$ cat config.mk
export PLATFORM = sky130hd
export DESIGN_NAME = wdt_unit_timer
export DESIGN_NICKNAME = d
export VERILOG_FILES = /design/src/rtl/wdt_unit_pkg.sv /design/src/rtl/wdt_prescaler.sv /design/src/rtl/wdt_down_counter.sv /design/src/rtl/wdt_alarm_route.sv /design/src/rtl/wdt_unit_timer.sv
export SDC_FILE = /design/constraint.sdc
export NUM_CORES = 1
export LEC_CHECK = 0
export ABC_AREA = 1
export BUFFER_PORTS_ARGS = -buffer_cell sky130_fd_sc_hd__buf_2
export CAP_MARGIN = 15
export CORE_ASPECT_RATIO = 0.7
export CORE_MARGIN = 2
export CORE_UTILIZATION = 49
export DETAILED_ROUTE_END_ITERATION = 16
export HOLD_SLACK_MARGIN = 0.05
export MAX_ROUTING_LAYER = met4
export PLACE_DENSITY = 0.7
export SETUP_SLACK_MARGIN = 0.3
export SLEW_MARGIN = 20
export SYNTH_ARGS = -nofsm -noshare
export SYNTH_HDL_FRONTEND = slang
export SYNTH_SLANG_ARGS = --single-unit
$ cat constraint.sdc
create_clock -name clk -period 4.8 [get_ports clk]
set_clock_uncertainty 0.15 [all_clocks]
set_input_delay 0.24 -clock clk [delete_from_list [all_inputs] [get_ports clk]]
set_output_delay 0.24 -clock clk [all_outputs]
set_load 0.02 [all_outputs]
$ cat src/rtl/wdt_unit_pkg.sv
package wdt_unit_pkg;
   localparam int REG_W         = 8;
   localparam int CFG_UNIT_BIT  = 7;
   localparam int CFG_ROUTE_BIT = 6;
   localparam int STS_FLAG_BIT  = 0;

   typedef enum logic [1:0] {
      SEL_CFG = 2'd0,
      SEL_VAL = 2'd1,
      SEL_STS = 2'd2,
      SEL_NONE = 2'd3
   } reg_sel_e;

   typedef struct packed {
      logic unit_min;
      logic route_rst;
   } wdt_cfg_t;
endpackage

$ cat src/rtl/wdt_prescaler.sv
module wdt_prescaler #(
   parameter int CYC_PER_SEC = 1000,
   parameter int SEC_PER_MIN = 60
) (
   input  logic clk,
   input  logic rst_n,
   input  logic restart,
   output logic sec_tick,
   output logic min_tick
);
   localparam int PW = (CYC_PER_SEC > 1) ? $clog2(CYC_PER_SEC) : 1;
   localparam logic [PW-1:0] P_LAST = PW'(CYC_PER_SEC - 1);

   if (CYC_PER_SEC < 2) begin : g_bad_cps
      $error("CYC_PER_SEC must be at least 2");
   end
   if (SEC_PER_MIN < 1) begin : g_bad_spm
      $error("SEC_PER_MIN must be at least 1");
   end

   logic [PW-1:0] pcnt;

   always_ff @(posedge clk or negedge rst_n) begin
      if (!rst_n)               pcnt <= '0;
      else if (restart)         pcnt <= '0;
      else if (pcnt == P_LAST)  pcnt <= '0;
      else                      pcnt <= pcnt + 1'b1;
   end

   assign sec_tick = (pcnt == P_LAST);

   if (SEC_PER_MIN == 1) begin : g_min_eq_sec
      assign min_tick = sec_tick;
   end else begin : g_min_div
      localparam int MW = $clog2(SEC_PER_MIN);
      localparam logic [MW-1:0] M_LAST = MW'(SEC_PER_MIN - 1);
      logic [MW-1:0] mcnt;

      always_ff @(posedge clk or negedge rst_n) begin
         if (!rst_n)        mcnt <= '0;
         else if (restart)  mcnt <= '0;
         else if (sec_tick) mcnt <= (mcnt == M_LAST) ? '0 : mcnt + 1'b1;
      end

      assign min_tick = sec_tick && (mcnt == M_LAST);
   end

   // a restart always leaves a full period before the next tick
   p_restart_full_r5: assert property (@(posedge clk) disable iff (!rst_n)
      restart |=> !sec_tick);
endmodule

$ cat src/rtl/wdt_down_counter.sv
module wdt_down_counter #(
   parameter int CNT_W = 8
) (
   input  logic             clk,
   input  logic             rst_n,
   input  logic             load,
   input  logic [CNT_W-1:0] load_val,
   input  logic             step,
   output logic [CNT_W-1:0] count,
   output logic             expire
);
   if (CNT_W < 1) begin : g_bad_w
      $error("CNT_W must be at least 1");
   end

   always_ff @(posedge clk or negedge rst_n) begin
      if (!rst_n)                    count <= '0;
      else if (load)                 count <= load_val;
      else if (step && count != '0)  count <= count - 1'b1;
   end

   assign expire = step && !load && (count == CNT_W'(1));

   // a load takes the written value
   p_load_takes_r2: assert property (@(posedge clk) disable iff (!rst_n)
      load |=> count == $past(load_val));
   // one unit removes exactly one from the count
   p_dec_by_one_r2: assert property (@(posedge clk) disable iff (!rst_n)
      (step && !load && count != '0) |=> count == $past(count) - 1'b1);
   // a stopped counter stays at zero
   p_zero_holds_r6: assert property (@(posedge clk) disable iff (!rst_n)
      (!load && count == '0) |=> count == '0);
endmodule

$ cat src/rtl/wdt_alarm_route.sv
module wdt_alarm_route #(
   parameter int RST_PULSE = 16
) (
   input  logic clk,
   input  logic rst_n,
   input  logic expire,
   input  logic flag,
   input  logic route_rst,
   output logic irq,
   output logic sys_rst_n
);
   localparam int RW = $clog2(RST_PULSE + 1);
   localparam logic [RW-1:0] PULSE_LEN = RW'(RST_PULSE);

   if (RST_PULSE < 1) begin : g_bad_pulse
      $error("RST_PULSE must be at least 1");
   end

   logic [RW-1:0] rcnt;

   always_ff @(posedge clk or negedge rst_n) begin
      if (!rst_n)                     rcnt <= '0;
      else if (expire && route_rst)   rcnt <= PULSE_LEN;
      else if (rcnt != '0)            rcnt <= rcnt - 1'b1;
   end

   assign sys_rst_n = (rcnt == '0);
   assign irq       = flag && !route_rst;

   // the reset line only falls on an expiry routed to reset
   p_rst_from_expiry_r9: assert property (@(posedge clk) disable iff (!rst_n)
      $fell(sys_rst_n) |-> $past(expire && route_rst));
   // an interrupt rises only once the flag is up
   p_irq_needs_flag_r8: assert property (@(posedge clk) disable iff (!rst_n)
      $rose(irq) |-> flag);
endmodule

$ cat src/rtl/wdt_unit_timer.sv
module wdt_unit_timer
   import wdt_unit_pkg::*;
#(
   parameter int CYC_PER_SEC = 1000000,
   parameter int SEC_PER_MIN = 60,
   parameter int RST_PULSE   = 16
) (
   input  logic             clk,
   input  logic             rst_n,
   input  logic             reg_wr,
   input  logic [1:0]       reg_addr,
   input  logic [REG_W-1:0] reg_wdata,
   output logic [REG_W-1:0] reg_rdata,
   output logic             irq,
   output logic             sys_rst_n
);
   reg_sel_e   sel;
   wdt_cfg_t   cfg_q;
   logic       flag_q;
   logic       val_load, cfg_wr, flag_clr;
   logic       sec_tick, min_tick, step, expire;
   logic [REG_W-1:0] count;

   assign sel      = reg_sel_e'(reg_addr);
   assign cfg_wr   = reg_wr && (sel == SEL_CFG);
   assign val_load = reg_wr && (sel == SEL_VAL);
   assign flag_clr = reg_wr && (sel == SEL_STS) && reg_wdata[STS_FLAG_BIT];

   always_ff @(posedge clk or negedge rst_n) begin
      if (!rst_n) begin
         cfg_q <= '0;
      end else if (cfg_wr) begin
         cfg_q.unit_min  <= reg_wdata[CFG_UNIT_BIT];
         cfg_q.route_rst <= reg_wdata[CFG_ROUTE_BIT];
      end
   end

   always_ff @(posedge clk or negedge rst_n) begin
      if (!rst_n)         flag_q <= 1'b0;
      else if (expire)    flag_q <= 1'b1;
      else if (flag_clr)  flag_q <= 1'b0;
   end

   wdt_prescaler #(
      .CYC_PER_SEC(CYC_PER_SEC),
      .SEC_PER_MIN(SEC_PER_MIN)
   ) presc_i (
      .clk      (clk),
      .rst_n    (rst_n),
      .restart  (val_load),
      .sec_tick (sec_tick),
      .min_tick (min_tick)
   );

   assign step = cfg_q.unit_min ? min_tick : sec_tick;

   wdt_down_counter #(
      .CNT_W(REG_W)
   ) cnt_i (
      .clk      (clk),
      .rst_n    (rst_n),
      .load     (val_load),
      .load_val (reg_wdata),
      .step     (step),
      .count    (count),
      .expire   (expire)
   );

   wdt_alarm_route #(
      .RST_PULSE(RST_PULSE)
   ) alarm_i (
      .clk       (clk),
      .rst_n     (rst_n),
      .expire    (expire),
      .flag      (flag_q),
      .route_rst (cfg_q.route_rst),
      .irq       (irq),
      .sys_rst_n (sys_rst_n)
   );

   always_comb begin
      reg_rdata = '0;
      case (sel)
         SEL_CFG: begin
            reg_rdata[CFG_UNIT_BIT]  = cfg_q.unit_min;
            reg_rdata[CFG_ROUTE_BIT] = cfg_q.route_rst;
         end
         SEL_VAL: reg_rdata = count;
         SEL_STS: reg_rdata[STS_FLAG_BIT] = flag_q;
         default: reg_rdata = '0;
      endcase
   end

   // an expiry always leaves the flag set
   p_expire_sets_r3: assert property (@(posedge clk) disable iff (!rst_n)
      expire |=> flag_q);
   // the flag stays set until a clearing write
   p_flag_sticky_r7: assert property (@(posedge clk) disable iff (!rst_n)
      (flag_q && !flag_clr) |=> flag_q);
   // the flag never sets without an expiry
   p_flag_cause_r7: assert property (@(posedge clk) disable iff (!rst_n)
      $rose(flag_q) |-> $past(expire));
endmodule

# --- After elaboration in Yosys (flattened, before gate mapping) ---
# Index checks and enable logic that the tools add are counted.
totals:
  regBits: 42
  input_bits: 13
  out_inout_bits: 10
  wordCells: 51
op_classes:
  add_sub_neg: 4
  n_eq_ne: 5
  muxes: 15
  reduce_logical: 20
op_table:
  columns: ["operator", "count"]
  rows:
  - ["20-bit two-way mux", 2]
  - ["20-bit by 1-bit adder with 20-bit output, second input constant", 1]
  - ["20-bit equality test, second input constant", 1]
  - ["6-bit two-way mux", 3]
  - ["8-bit two-way mux", 2]
  - ["5-bit two-way mux", 3]
  - ["1-bit logical AND", 10]
  - ["8-bit by 1-bit equality test with 1-bit output, second input constant", 1]
  - ["2-bit nonzero test", 4]
  - ["8-bit nonzero test", 1]
  - ["8-bit by 1-bit subtractor with 8-bit output, second input constant", 1]
  - ["6-bit by 1-bit adder with 6-bit output, second input constant", 1]
  - ["6-bit equality test, second input constant", 1]
  - ["5-bit zero test", 1]
  - ["5-bit nonzero test", 1]
  - ["5-bit by 1-bit subtractor with 5-bit output, second input constant", 1]
  - ["2-bit case mux with 2 select lines", 1]
  - ["1-bit two-way mux", 3]
  - ["2-bit by 1-bit equality test with 1-bit output, second input constant", 1]
  - ["2-bit equality test, second input constant", 1]
  - ["1-bit zero test", 2]
  - ["2-bit zero test", 1]
  - ["1-bit case mux with 2 select lines", 1]

# --- Logic depth before layout (Yosys ltp) ---
# Gate-level depths: netlist of run 1.
depth:
  depth_word: 7
  depth_mapped: 11
  ltp_nobuf: 11

# --- By module ---
# From an unflattened synthesis of run 1, not the netlist that was laid out.
unflattened:
  cells_unflattened: 403
  hier_area_um2: 2777.7
by_module_without_submodules:
  columns: ["mod", "instances", "cells_each", "area_per_inst_um2", "seq_area_each_um2"]
  rows:
  - ["wdt_prescaler", 1, 220, 1569.0, 650.6]
  - ["wdt_down_counter", 1, 102, 648.1, 200.2]
  - ["wdt_unit_timer", 1, 44, 282.8, 75.1]
  - ["wdt_alarm_route", 1, 37, 277.8, 125.1]

# --- Worst setup path before layout of run 1 ---
# No wires, ideal clock.
synth_timing:
  kind: "input port to flip-flop"
  startpoint: "input port reg_addr[1]"
  endpoint: "register alarm_i.rcnt[0]"
  setup_time_ns: 0.113
  t_arrival_ns: 1.290
  t_required_ns: 4.537
  slack_ns: 3.247
  cell_stages: 10
  path_buffers: 2
  cell_sequence: "inv_1 ha_1 buf_2 nand2_2 inv_1 buf_6 nor2_1 nand4_4 nand2_1 inv_1"
synth_via:
  elab_chain_cells: 7
  word_cells_on_any_way: 8
  cone_classes: "eq/ne: 1; mux: 1; reduce/logical: 6"
synth_lines:
  columns: ["item", "line", "text"]
  rows:
  - ["start, declared", "wdt_unit_timer.sv:11", "input logic [1:0] reg_addr,"]
  - ["2-bit by 1-bit equality test with 1-bit output (*)", "wdt_unit_timer.sv:26", "assign val_load = reg_wr && (sel == SEL_VAL);"]
  - ["1-bit logical AND (*)", "wdt_unit_timer.sv:26", null]
  - ["1-bit zero test (*)", "wdt_down_counter.sv:22", "assign expire = step && !load && (count == CNT_W'(1));"]
  - ["1-bit logical AND (*) (2 in series)", "wdt_down_counter.sv:22", null]
  - ["1-bit logical AND (*)", "wdt_alarm_route.sv:23", "else if (expire && route_rst) rcnt <= PULSE_LEN;"]
  - ["5-bit two-way mux / 2-bit nonzero test (equally long branches)", null, null]
  - ["end signal, assigned", "wdt_alarm_route.sv:24", "else if (rcnt != '0) rcnt <= rcnt - 1'b1;"]
  - ["end, declared", "wdt_alarm_route.sv:19", "logic [RW-1:0] rcnt;"]
# Every way passes the cells marked *; elsewhere a longest branch is shown, timed or not.
# A chain may end at the register's enable or synchronous reset.

# --- Worst setup path in the final report of run 1 ---
layout_timing:
  startpoint: "input port reg_addr[1]"
  endpoint: "register alarm_i.rcnt[4]"
# The elaborated chain is that of the path after synthesis.

==> results.ini, run 1 <==
[final_layout]
fillers = 571
layout.nets = 431
drive_gt1_share_pct = 16.6
n_antenna_cell = 0
synthToLayoutAreaGrowth_pct = 8.97

[synthesis]
ys_seq_area_share_pct = 37.1
synth-compound-area-share_pct = 5.39
synth_ff_type = dfrtp_1
ys_ff_latch = 42
synth_simple_gate_area_share_pct = 40.1
yosysWarnings = 0
synth_xor_area_share_pct = 3.71
synth_common_cells = 105 x nand2_1, 50 x inv_1, 45 x nor2_1
ys_types = 31
synth_fa_ha_area_share_pct = 3.98
synth_edf_count = 0
synth_area_um2 = 2830
synth_mux_area_share_pct = 0.398
synth_cells = 385
yosysTopAreaCell = dfrtp_1
async_reset_ff_share_pct = 100
synth_area_leaders = dfrtp_1 37%, nand2_1 14%, inv_1 6.6%
synth_top_family_by_area = simple AND/OR/NAND/NOR gates
synth_top_area_share_pct = 37.1
syn_area_per_cell_um2 = 7.36
synth_fp_nets = 407
yosysMostFrequentCell = nand2_1

[clock_network]
cts_made_buffers = 5
cts_resized = 0
cts_tree = built
clk_pin_slew_ns = 0.08
cts_sinks = 42
clk_latency_ns = 0.31
clockRootBuffer = clkbuf_8
clk_path_buf_depth = 2
cts_max_level = 2

[pwr]
peakVddDrop_uv = 232
leakagePower_nw = 1.61
power_density_nw_per_um2 = 328
p_total_mw = 1.01

[critical_path]
path_max_fanout = 20
worstPathArrival_ns = 2.13
r2r_cells = 11
crit_path_start_kind = input pin
cp-end-kind = register
rrSetupSlack_ns = 2.97
cp.required_ns = 4.84
critPathKind = input pin to register

[timing]
drv_slew = 0
min_period_over_period_pct = 43.5
hold_viol = 0
fin_crit_ns = 2.09
finalSetupViolations = 0
relSlewSlack_pct = 38.7
rsz0062_at_grt = no
finalSetupTns_ns = 0
timing.fmax_mhz = 479
hold_slack_ns = 0.0482
tightestPinTransition_ns = 0.919

[detailed_routing]
via_count = 2427
wire_per_inst_um = 12.5
post-route-drc-count = 0
wirelength_mm = 6.04
drt_iter0_drc = 156
vias_per_cell = 5.00
first_pass_iters = 4
drtAntennaViolNets = 0

[global_routing]
grt-ovfl-total = 0
grt_max_degree = 43
grt_pass1_vias = 2105
grt_usage_pct = 21.2
grt_pass1_wl_mm = 10.2
antenna_found_initial = 0

[run_status]
status = completed

[worst_hold_path]
min_path_type = input pin to register
holdPathStages = 2

[job]
cap_violations = 0

[die]
core-area_um2 = 5640
io_pins = 23
rows = 23
start_util_pct = 50.2
dieHeight_um = 67.6
die_area_um2 = 6410
die_w_um = 94.9

[placed_design]
port_buffers = 22
place_hpwl_mm = 4.51
routabilityCongestion = 0.926

## metal layers
metal	part of all wire (%)	up-vias	track usage, %
met2	40	55	28.0
li1	-	1258	-
met5	0	-	-
met3	4.5	6	3.68
met4	1.0	0	6.16
met1	54	1108	32.5
## worst max-delay path, stage by stage
cell and delay, ns:
buf_2 0.11, inv_1 0.07, ha_1 0.34, nand2_2 0.32
inv_1 0.60, nor2_1 0.21, nand4_4 0.16, o21ai_1 0.07
## final cells by class
class	instances	area (µm²)	share of cell area, %
Multi-Input combinational cell	281	1520	49.1
Sequential cell	42	1050	34.0
Inverter	56	210	6.81
Timing Repair Buffer	23	120	3.89
Tap cell	75	93.8	3.04
Clock buffer	6	82.6	2.68
Clock inverter	2	12.5	0.405
## cells by family after synthesis
family / Yosys count
AND/OR/NAND/NOR: 232
XOR/XNOR: 12
AO/OA/AOI/OAI: 27
buffers and inverters: 62
multiplexers: 1
flip-flops: 42
adder cells (fa/ha/maj): 9
## through the flow
step | instances | area (µm²) | util [%] | setup slack, ns
floorplan | 385 | 2830 | - | 3.25
detailed placement | 476 | 2980 | 52.9 | 2.35
global route | 485 | 3090 | 54.7 | 2.48
finish | 485 | 3090 | 54.7 | 2.71
CTS | 485 | 3090 | 54.7 | 2.69
global placement | 476 | 2980 | 52.9 | 2.51
## state kept, by name (all words and copies together) (netlist names)
register and cells:
alarm_i.rcnt 5, presc_i.g_min_div.mcnt 6, cnt_i.count 8, presc_i.pcnt 20, flag_q 1, cfg_q 2
## power breakdown
part	switching [mW]	internal (mW)	total, mW
Combinational	0.187	0.111	0.297
Clock	0.128	0.116	0.244
Sequential	0.0638	0.406	0.470
## what timing repair did
action | CTS | global route
buffers inserted | 0 | 0
endpoints found under the hold margin | 42 | 0
hold buffers | 1 | 0
## final timing paths
path	startpoint	to
worst min-delay path	reg_wdata[6]	cfg_q[0]
max in group asynchronous	rst_n	presc_i.pcnt[3]
worst max-delay path	reg_addr[1]	alarm_i.rcnt[4]
worst min register to register	presc_i.pcnt[0]	presc_i.pcnt[0]
worst max register to register	presc_i.pcnt[0]	presc_i.pcnt[18]
min in group asynchronous	rst_n	presc_i.pcnt[13]
## placed cells by master (no fill, tap or decap), types with 4 or more instances in the layout
cell type  synthesis  layout
nand2_1          105     105
inv_1             50      50
nor2_1            45      45
dfrtp_1           42      42
nand3_1           33      33
buf_2              2      22
o21ai_0           14      14
nand2_2           10      10
xor2_1            10      10
nor3_1             9       9
ha_1               9       9
nor2_4             8       8
nand4_1            8       8
inv_2              6       6
clkbuf_8           0       6
o21ai_1            5       5
nor2_2             4       4
a21oi_1            4       4
No activity file was read; power rests on OpenSTA's default activity.
==> inputs of run 2 (changes only) <==
--- a/config.mk
+++ b/config.mk
@@ -14,7 +14,7 @@
 export DETAILED_ROUTE_END_ITERATION = 16
 export HOLD_SLACK_MARGIN = 0.05
 export MAX_ROUTING_LAYER = met4
-export PLACE_DENSITY = 0.7
+export PLACE_DENSITY = 0.73
 export SETUP_SLACK_MARGIN = 0.3
 export SLEW_MARGIN = 20
 export SYNTH_ARGS = -nofsm -noshare
==> constraint.sdc (replaced) <==
create_clock -name clk -period 1.9 [get_ports clk]
set_clock_uncertainty 0.15 [all_clocks]
set_input_delay 0.095 -clock clk [delete_from_list [all_inputs] [get_ports clk]]
set_output_delay 0.095 -clock clk [all_outputs]
set_load 0.02 [all_outputs]
==> run 2 against run 1 <==
  * Non-clock buffer count up 40
  * Sequential share of layout area down 5.1 points
  * Cell area up 19%
  * Sequential power rose to 2.6 times the previous value
  * Utilization up 10 points
  * Global-route usage up 2.3 points
  * Power rose to 3.0 times the previous value
  * Largest power group unchanged
  * Critical path depth down 1
==> results.ini, run 2 (same netlist as run 1, synthesis figures left out) <==
[placed_design]
dp.cells = 481  ; +1.1%
port_buffers = 22  ; unchanged
place_hpwl_mm = 4.62  ; +2.4%
dp_slack_ns = 0.122  ; -2.23 ns
routabilityCongestion = 0.951  ; +2.7%

[timing]
worst_slack_ns = 0.226  ; -2.49 ns
fin_crit_ns = 1.67
rsz0062_at_grt = yes
hold_viol = 0  ; unchanged
drv_slew = 0  ; unchanged
min_period_over_period_pct = 88.1
relSlewSlack_pct = 68.2  ; +29 points
timing.fmax_mhz = 597
finalSetupViolations = 0  ; unchanged
tightestPinTransition_ns = 0.477  ; -0.442 ns
finalSetupTns_ns = 0  ; unchanged

[critical_path]
critPathKind = register to register
rrSetupSlack_ns = 0.23  ; -2.74 ns
r2r_cells = 7  ; -4
cp_cell_sequence = inv_1 > nand3_1 > nor2_4 > nand2_2 > nand2_4 > buf_12 > nor2_2
cp_slowest_cell = dfrtp_1
path_buf_inv = 2  ; -1
reg2reg_from = presc_i.pcnt[12]
path_max_fanout = 7  ; -65%
cp.required_ns = 1.94  ; -2.90 ns
crit_path_start_kind = register
crit_family = simple AND/OR/NAND/NOR gates
max_stage_delay_ns = 0.42  ; -0.18 ns
cp-end-kind = register
worstPathArrival_ns = 1.71  ; -0.42 ns
reg2reg_to = presc_i.pcnt[6]

[run_status]
status = completed

[global_routing]
grt_max_degree = 25  ; -42%
grt-ovfl-total = 0  ; unchanged
grt_pass1_wl_mm = 11.3  ; +11%
grt_pass1_vias = 2457  ; +17%
antenna_found_initial = 0  ; unchanged
grt_usage_pct = 23.5  ; +2.3 points

[detailed_routing]
drt_iter0_drc = 200  ; +28%
first_pass_iters = 5  ; +1
wire_per_inst_um = 13.5  ; +8.2%
post-route-drc-count = 0  ; unchanged
via_count = 2686  ; +11%
drtAntennaViolNets = 0  ; unchanged
vias_per_cell = 5.10  ; +1.9%
wirelength_mm = 7.10  ; +18%

[final_layout]
top_register = presc_i.pcnt
fin_cells = 527  ; +8.7%
drive_gt1_share_pct = 30.3  ; +14 points
layout.nets = 473  ; +9.7%
synthToLayoutAreaGrowth_pct = 29.2
largest_reg_flops = 20  ; unchanged
n_antenna_cell = 0  ; unchanged
most-common-layout-cells = 96 x nand2_1, 44 x inv_1, 36 x nor2_1, 36 x dfrtp_1, 31 x nand3_1
layout_commonest_cell = nand2_1
largest_registers = presc_i.pcnt: 20 flops, cnt_i.count: 8 flops, presc_i.g_min_div.mcnt: 6 flops
utilization_pct = 64.9  ; +10 points

[die]
dieHeight_um = 67.6  ; unchanged
die_area_um2 = 6410  ; unchanged
die_w_um = 94.9  ; unchanged
core-area_um2 = 5640  ; unchanged
start_util_pct = 50.2  ; unchanged
rows = 23  ; unchanged
io_pins = 23  ; unchanged

[clock_network]
clk_latency_ns = 0.31  ; about the same
cts_tree = built
cts_made_buffers = 5  ; unchanged
clk_path_buf_depth = 2  ; unchanged
cts_sinks = 42  ; unchanged
clk_pin_slew_ns = 0.09  ; about the same
cts_max_level = 2  ; unchanged
clockRootBuffer = clkbuf_8

[worst_hold_path]
min_path_type = input pin to async pin

[pwr]
leakagePower_nw = 1.85  ; +15%
p_total_mw = 3.02  ; +200%
peakVddDrop_uv = 592  ; +160%
power_density_nw_per_um2 = 826  ; +150%

[job]
cap_violations = 0  ; unchanged

[run 2: through the flow]
step                      instance area (µm²)  hold WS, ns
after global placement                   3030      -0.0692
after floorplan                          2830       -0.351
after global routing                     3660        0.178
after detailed placement                 3030      -0.0638
final                                    3660        0.128
after CTS                                3460        0.138
[run 2: area by class of cell]
type	instances	area, µm²
inverter	56	213
tap	75	93.8
fill	478	1980
multi-input combinational	283	1660
clock buffer	6	82.6
clock inverter	2	60.1
timing repair buffer	63	487
sequential	42	1060
[run 2: repair_timing]
action                                  CTS  global route
pin swaps                                 5            11
endpoints found under the setup margin   35            36
gates cloned                              1             1
setup buffers                            13            11
hold endpoints to repair                 53             0
gates resized for setup                  16            37
hold buffers                             12             0
[run 2: worst max-delay path by stage]
| stage | from | endpoint | depth (start not counted) |
|---|---|---|---|
| floorplan | presc_i.pcnt[0] | alarm_i.rcnt[0] | 8 |
| global placement | presc_i.pcnt[0] | presc_i.g_min_div.mcnt[0] | 9 |
| detailed placement | presc_i.pcnt[0] | presc_i.g_min_div.mcnt[0] | 9 |
| CTS | cnt_i.count[1] | cnt_i.count[4] | 7 |
| global route | presc_i.pcnt[0] | cnt_i.count[3] | 9 |
| finish | presc_i.pcnt[12] | presc_i.pcnt[6] | 7 |
[run 2: routing by layer]
metal | share of wire (%) | wire (µm) | GRT usage, % | vias up
met5 | 0 | 0 | - | -
met4 | 1.6 | 113 | 8.70 | 0
met3 | 5.1 | 359 | 4.46 | 15
met2 | 44 | 3140 | 33.4 | 79
met1 | 49 | 3490 | 33.4 | 1240
li1 | - | - | - | 1352
[run 2: worst reg2reg max path: stages (launching register included)]
cell and delay [ns]:
dfrtp_1 0.42, inv_1 0.22, nand3_1 0.17, nor2_4 0.19, nand2_2 0.11, nand2_4 0.13
buf_12 0.14, nor2_2 0.04
[run 2: power by group]
part | total (mW) | internal (mW) | switching, mW | leakage [nW]
combinational | 0.939 | 0.382 | 0.556 | 1.23
sequential | 1.20 | 1.03 | 0.168 | 0.553
clock | 0.887 | 0.561 | 0.326 | 0.0714
==> inputs of run 3 (changes only) <==
--- a/config.mk
+++ b/config.mk
@@ -15,6 +15,7 @@
 export HOLD_SLACK_MARGIN = 0.05
 export MAX_ROUTING_LAYER = met4
 export PLACE_DENSITY = 0.73
+export RECOVER_POWER = 25
 export SETUP_SLACK_MARGIN = 0.3
 export SLEW_MARGIN = 20
 export SYNTH_ARGS = -nofsm -noshare
==> run 3 against run 2 <==
  * Clock power about the same
  * Die area unchanged
  * Wire length is 0.68% lower
  * Combinational power hardly changed
  * Sequential cell count unchanged
  * Critical path type unchanged
  * Critical endpoint unchanged
  * Largest power group unchanged
  * Highest routed layer unchanged
==> results.ini, run 3 (same netlist as run 1, synthesis figures left out) <==
[timing]
fin_crit_ns = 1.68  ; +0.00179 ns
finalSetupTns_ns = 0  ; unchanged
rsz0062_at_grt = yes
min_period_over_period_pct = 88.2  ; +0.094 points
timing.fmax_mhz = 597  ; -0.11%
finalSetupViolations = 0  ; unchanged
worst_slack_ns = 0.224  ; -0.00179 ns
hold_viol = 0  ; unchanged
drv_slew = 0  ; unchanged
relSlewSlack_pct = 24.1  ; -44 points
tightestPinTransition_ns = 1.14  ; +0.662 ns

[detailed_routing]
post-route-drc-count = 0  ; unchanged
via_count = 2696  ; +0.37%
first_pass_iters = 5  ; unchanged
wire_per_inst_um = 13.4  ; -0.68%
wirelength_mm = 7.06  ; -0.68%
drt_iter0_drc = 181  ; -9.5%
vias_per_cell = 5.12  ; +0.37%
drtAntennaViolNets = 0  ; unchanged

[die]
core-area_um2 = 5640  ; unchanged
die_area_um2 = 6410  ; unchanged
die_w_um = 94.9  ; unchanged
io_pins = 23  ; unchanged
rows = 23  ; unchanged
start_util_pct = 50.2  ; unchanged
dieHeight_um = 67.6  ; unchanged

[final_layout]
layout.nets = 473  ; unchanged
fillers = 479  ; +0.21%
multiInputGateArea_um2 = 1660  ; unchanged
drive_gt1_share_pct = 30.1  ; -0.22 points
largest_registers = presc_i.pcnt: 20 flops, cnt_i.count: 8 flops, presc_i.g_min_div.mcnt: 6 flops
layout_commonest_cell = nand2_1
fin_cells = 527  ; unchanged
utilization_pct = 64.8  ; about the same
n_antenna_cell = 0  ; unchanged
seq_area_um2 = 1060  ; unchanged
top_register = presc_i.pcnt
most-common-layout-cells = 96 x nand2_1, 44 x inv_1, 36 x nor2_1, 36 x dfrtp_1, 31 x nand3_1
synthToLayoutAreaGrowth_pct = 29.1  ; about the same
largest_reg_flops = 20  ; unchanged

[critical_path]
r2r_cells = 7  ; unchanged
rrSetupSlack_ns = 0.22  ; about the same
crit_path_start_kind = register
worstPathArrival_ns = 1.72  ; about the same
reg2reg_to = presc_i.pcnt[6]
path_max_fanout = 7  ; unchanged
reg2reg_from = presc_i.pcnt[12]
cp-end-kind = register
cp.required_ns = 1.94  ; about the same
critPathKind = register to register

[clock_network]
cts_made_buffers = 5  ; unchanged
clk_latency_ns = 0.30  ; about the same
clk_path_buf_depth = 2  ; unchanged
cts_max_level = 2  ; unchanged
cts_tree = built
clockRootBuffer = clkbuf_8
cts_sinks = 42  ; unchanged
clk_pin_slew_ns = 0.08  ; about the same

[global_routing]
antenna_found_initial = 0  ; unchanged
grt-ovfl-total = 0  ; unchanged
grt_pass1_vias = 2457  ; unchanged
grt_pass1_wl_mm = 11.3  ; unchanged
grt_max_degree = 25  ; unchanged
grt_usage_pct = 23.5  ; unchanged

[pwr]
peakVddDrop_uv = 591  ; -0.25%
power_density_nw_per_um2 = 826  ; about the same
p_total_mw = 3.02  ; about the same
leakagePower_nw = 1.85  ; -0.15%

[worst_hold_path]
min_path_type = input pin to register
holdPathStages = 6
min-delay-start = reg_wr
hold_end = presc_i.pcnt[13]

[job]
cap_violations = 0  ; unchanged

[run_status]
status = completed

[placed_design]
port_buffers = 22  ; unchanged
dp.cells = 481  ; unchanged
place_hpwl_mm = 4.62  ; unchanged
dp_slack_ns = 0.122  ; unchanged
routabilityCongestion = 0.951  ; unchanged

-- run 3: repair_timing --
item,4_1_cts,5_1_grt
hold endpoints to repair,53,0
cloned,1,1
buffers inserted,13,11
pin swaps,5,11
resized for setup,16,37
hold buffers,12,0
setup endpoints to repair,35,36
-- run 3: final cells by class --
cell class	count	area share [%]
tap	75	2.57
timing repair buffer	63	13.3
inverter	56	5.82
sequential	42	28.9
multi-input combinational	283	45.5
clock inverter	2	1.64
clock buffer	6	2.26
-- run 3: report_power, final --
group / internal (mW) / switching [mW]
registers: 1.03 / 0.168
clock network: 0.561 / 0.326
logic: 0.382 / 0.555
-- run 3: worst max-delay path by stage --
stage	startpoint	to	slack, ns	depth (start not counted)
after global placement	presc_i.pcnt[0]	presc_i.g_min_div.mcnt[0]	0.22	9
after CTS	cnt_i.count[1]	cnt_i.count[4]	0.27	7
after detailed placement	presc_i.pcnt[0]	presc_i.g_min_div.mcnt[0]	0.12	9
after global routing	presc_i.pcnt[0]	cnt_i.count[3]	0.13	9
final	presc_i.pcnt[12]	presc_i.pcnt[6]	0.22	7
after floorplan	presc_i.pcnt[0]	alarm_i.rcnt[0]	0.36	8
-- run 3: metrics by stage --
stage | cell area (µm²) | hold WS [ns]
after global placement | 3030 | -0.0692
after global routing | 3660 | 0.217
final | 3660 | 0.186
after floorplan | 2830 | -0.351
after detailed placement | 3030 | -0.0638
after CTS | 3460 | 0.138
-- run 3: worst max-delay path, stage by stage (launching register included) --
cell     delay, ns
dfrtp_1       0.42
inv_1         0.22
nand3_1       0.17
nor2_4        0.19
nand2_2       0.11
nand2_4       0.13
buf_12        0.14
nor2_2        0.04
-- run 3: layer usage --
layer	vias to the layer above	GRT usage [%]	part of all wire (%)	wire [µm]
met5	-	-	0	0
met4	0	8.70	2.1	146
met3	21	4.46	5.2	365
met2	89	33.4	44	3100
met1	1231	33.4	49	3450
li1	1355	-	-	-
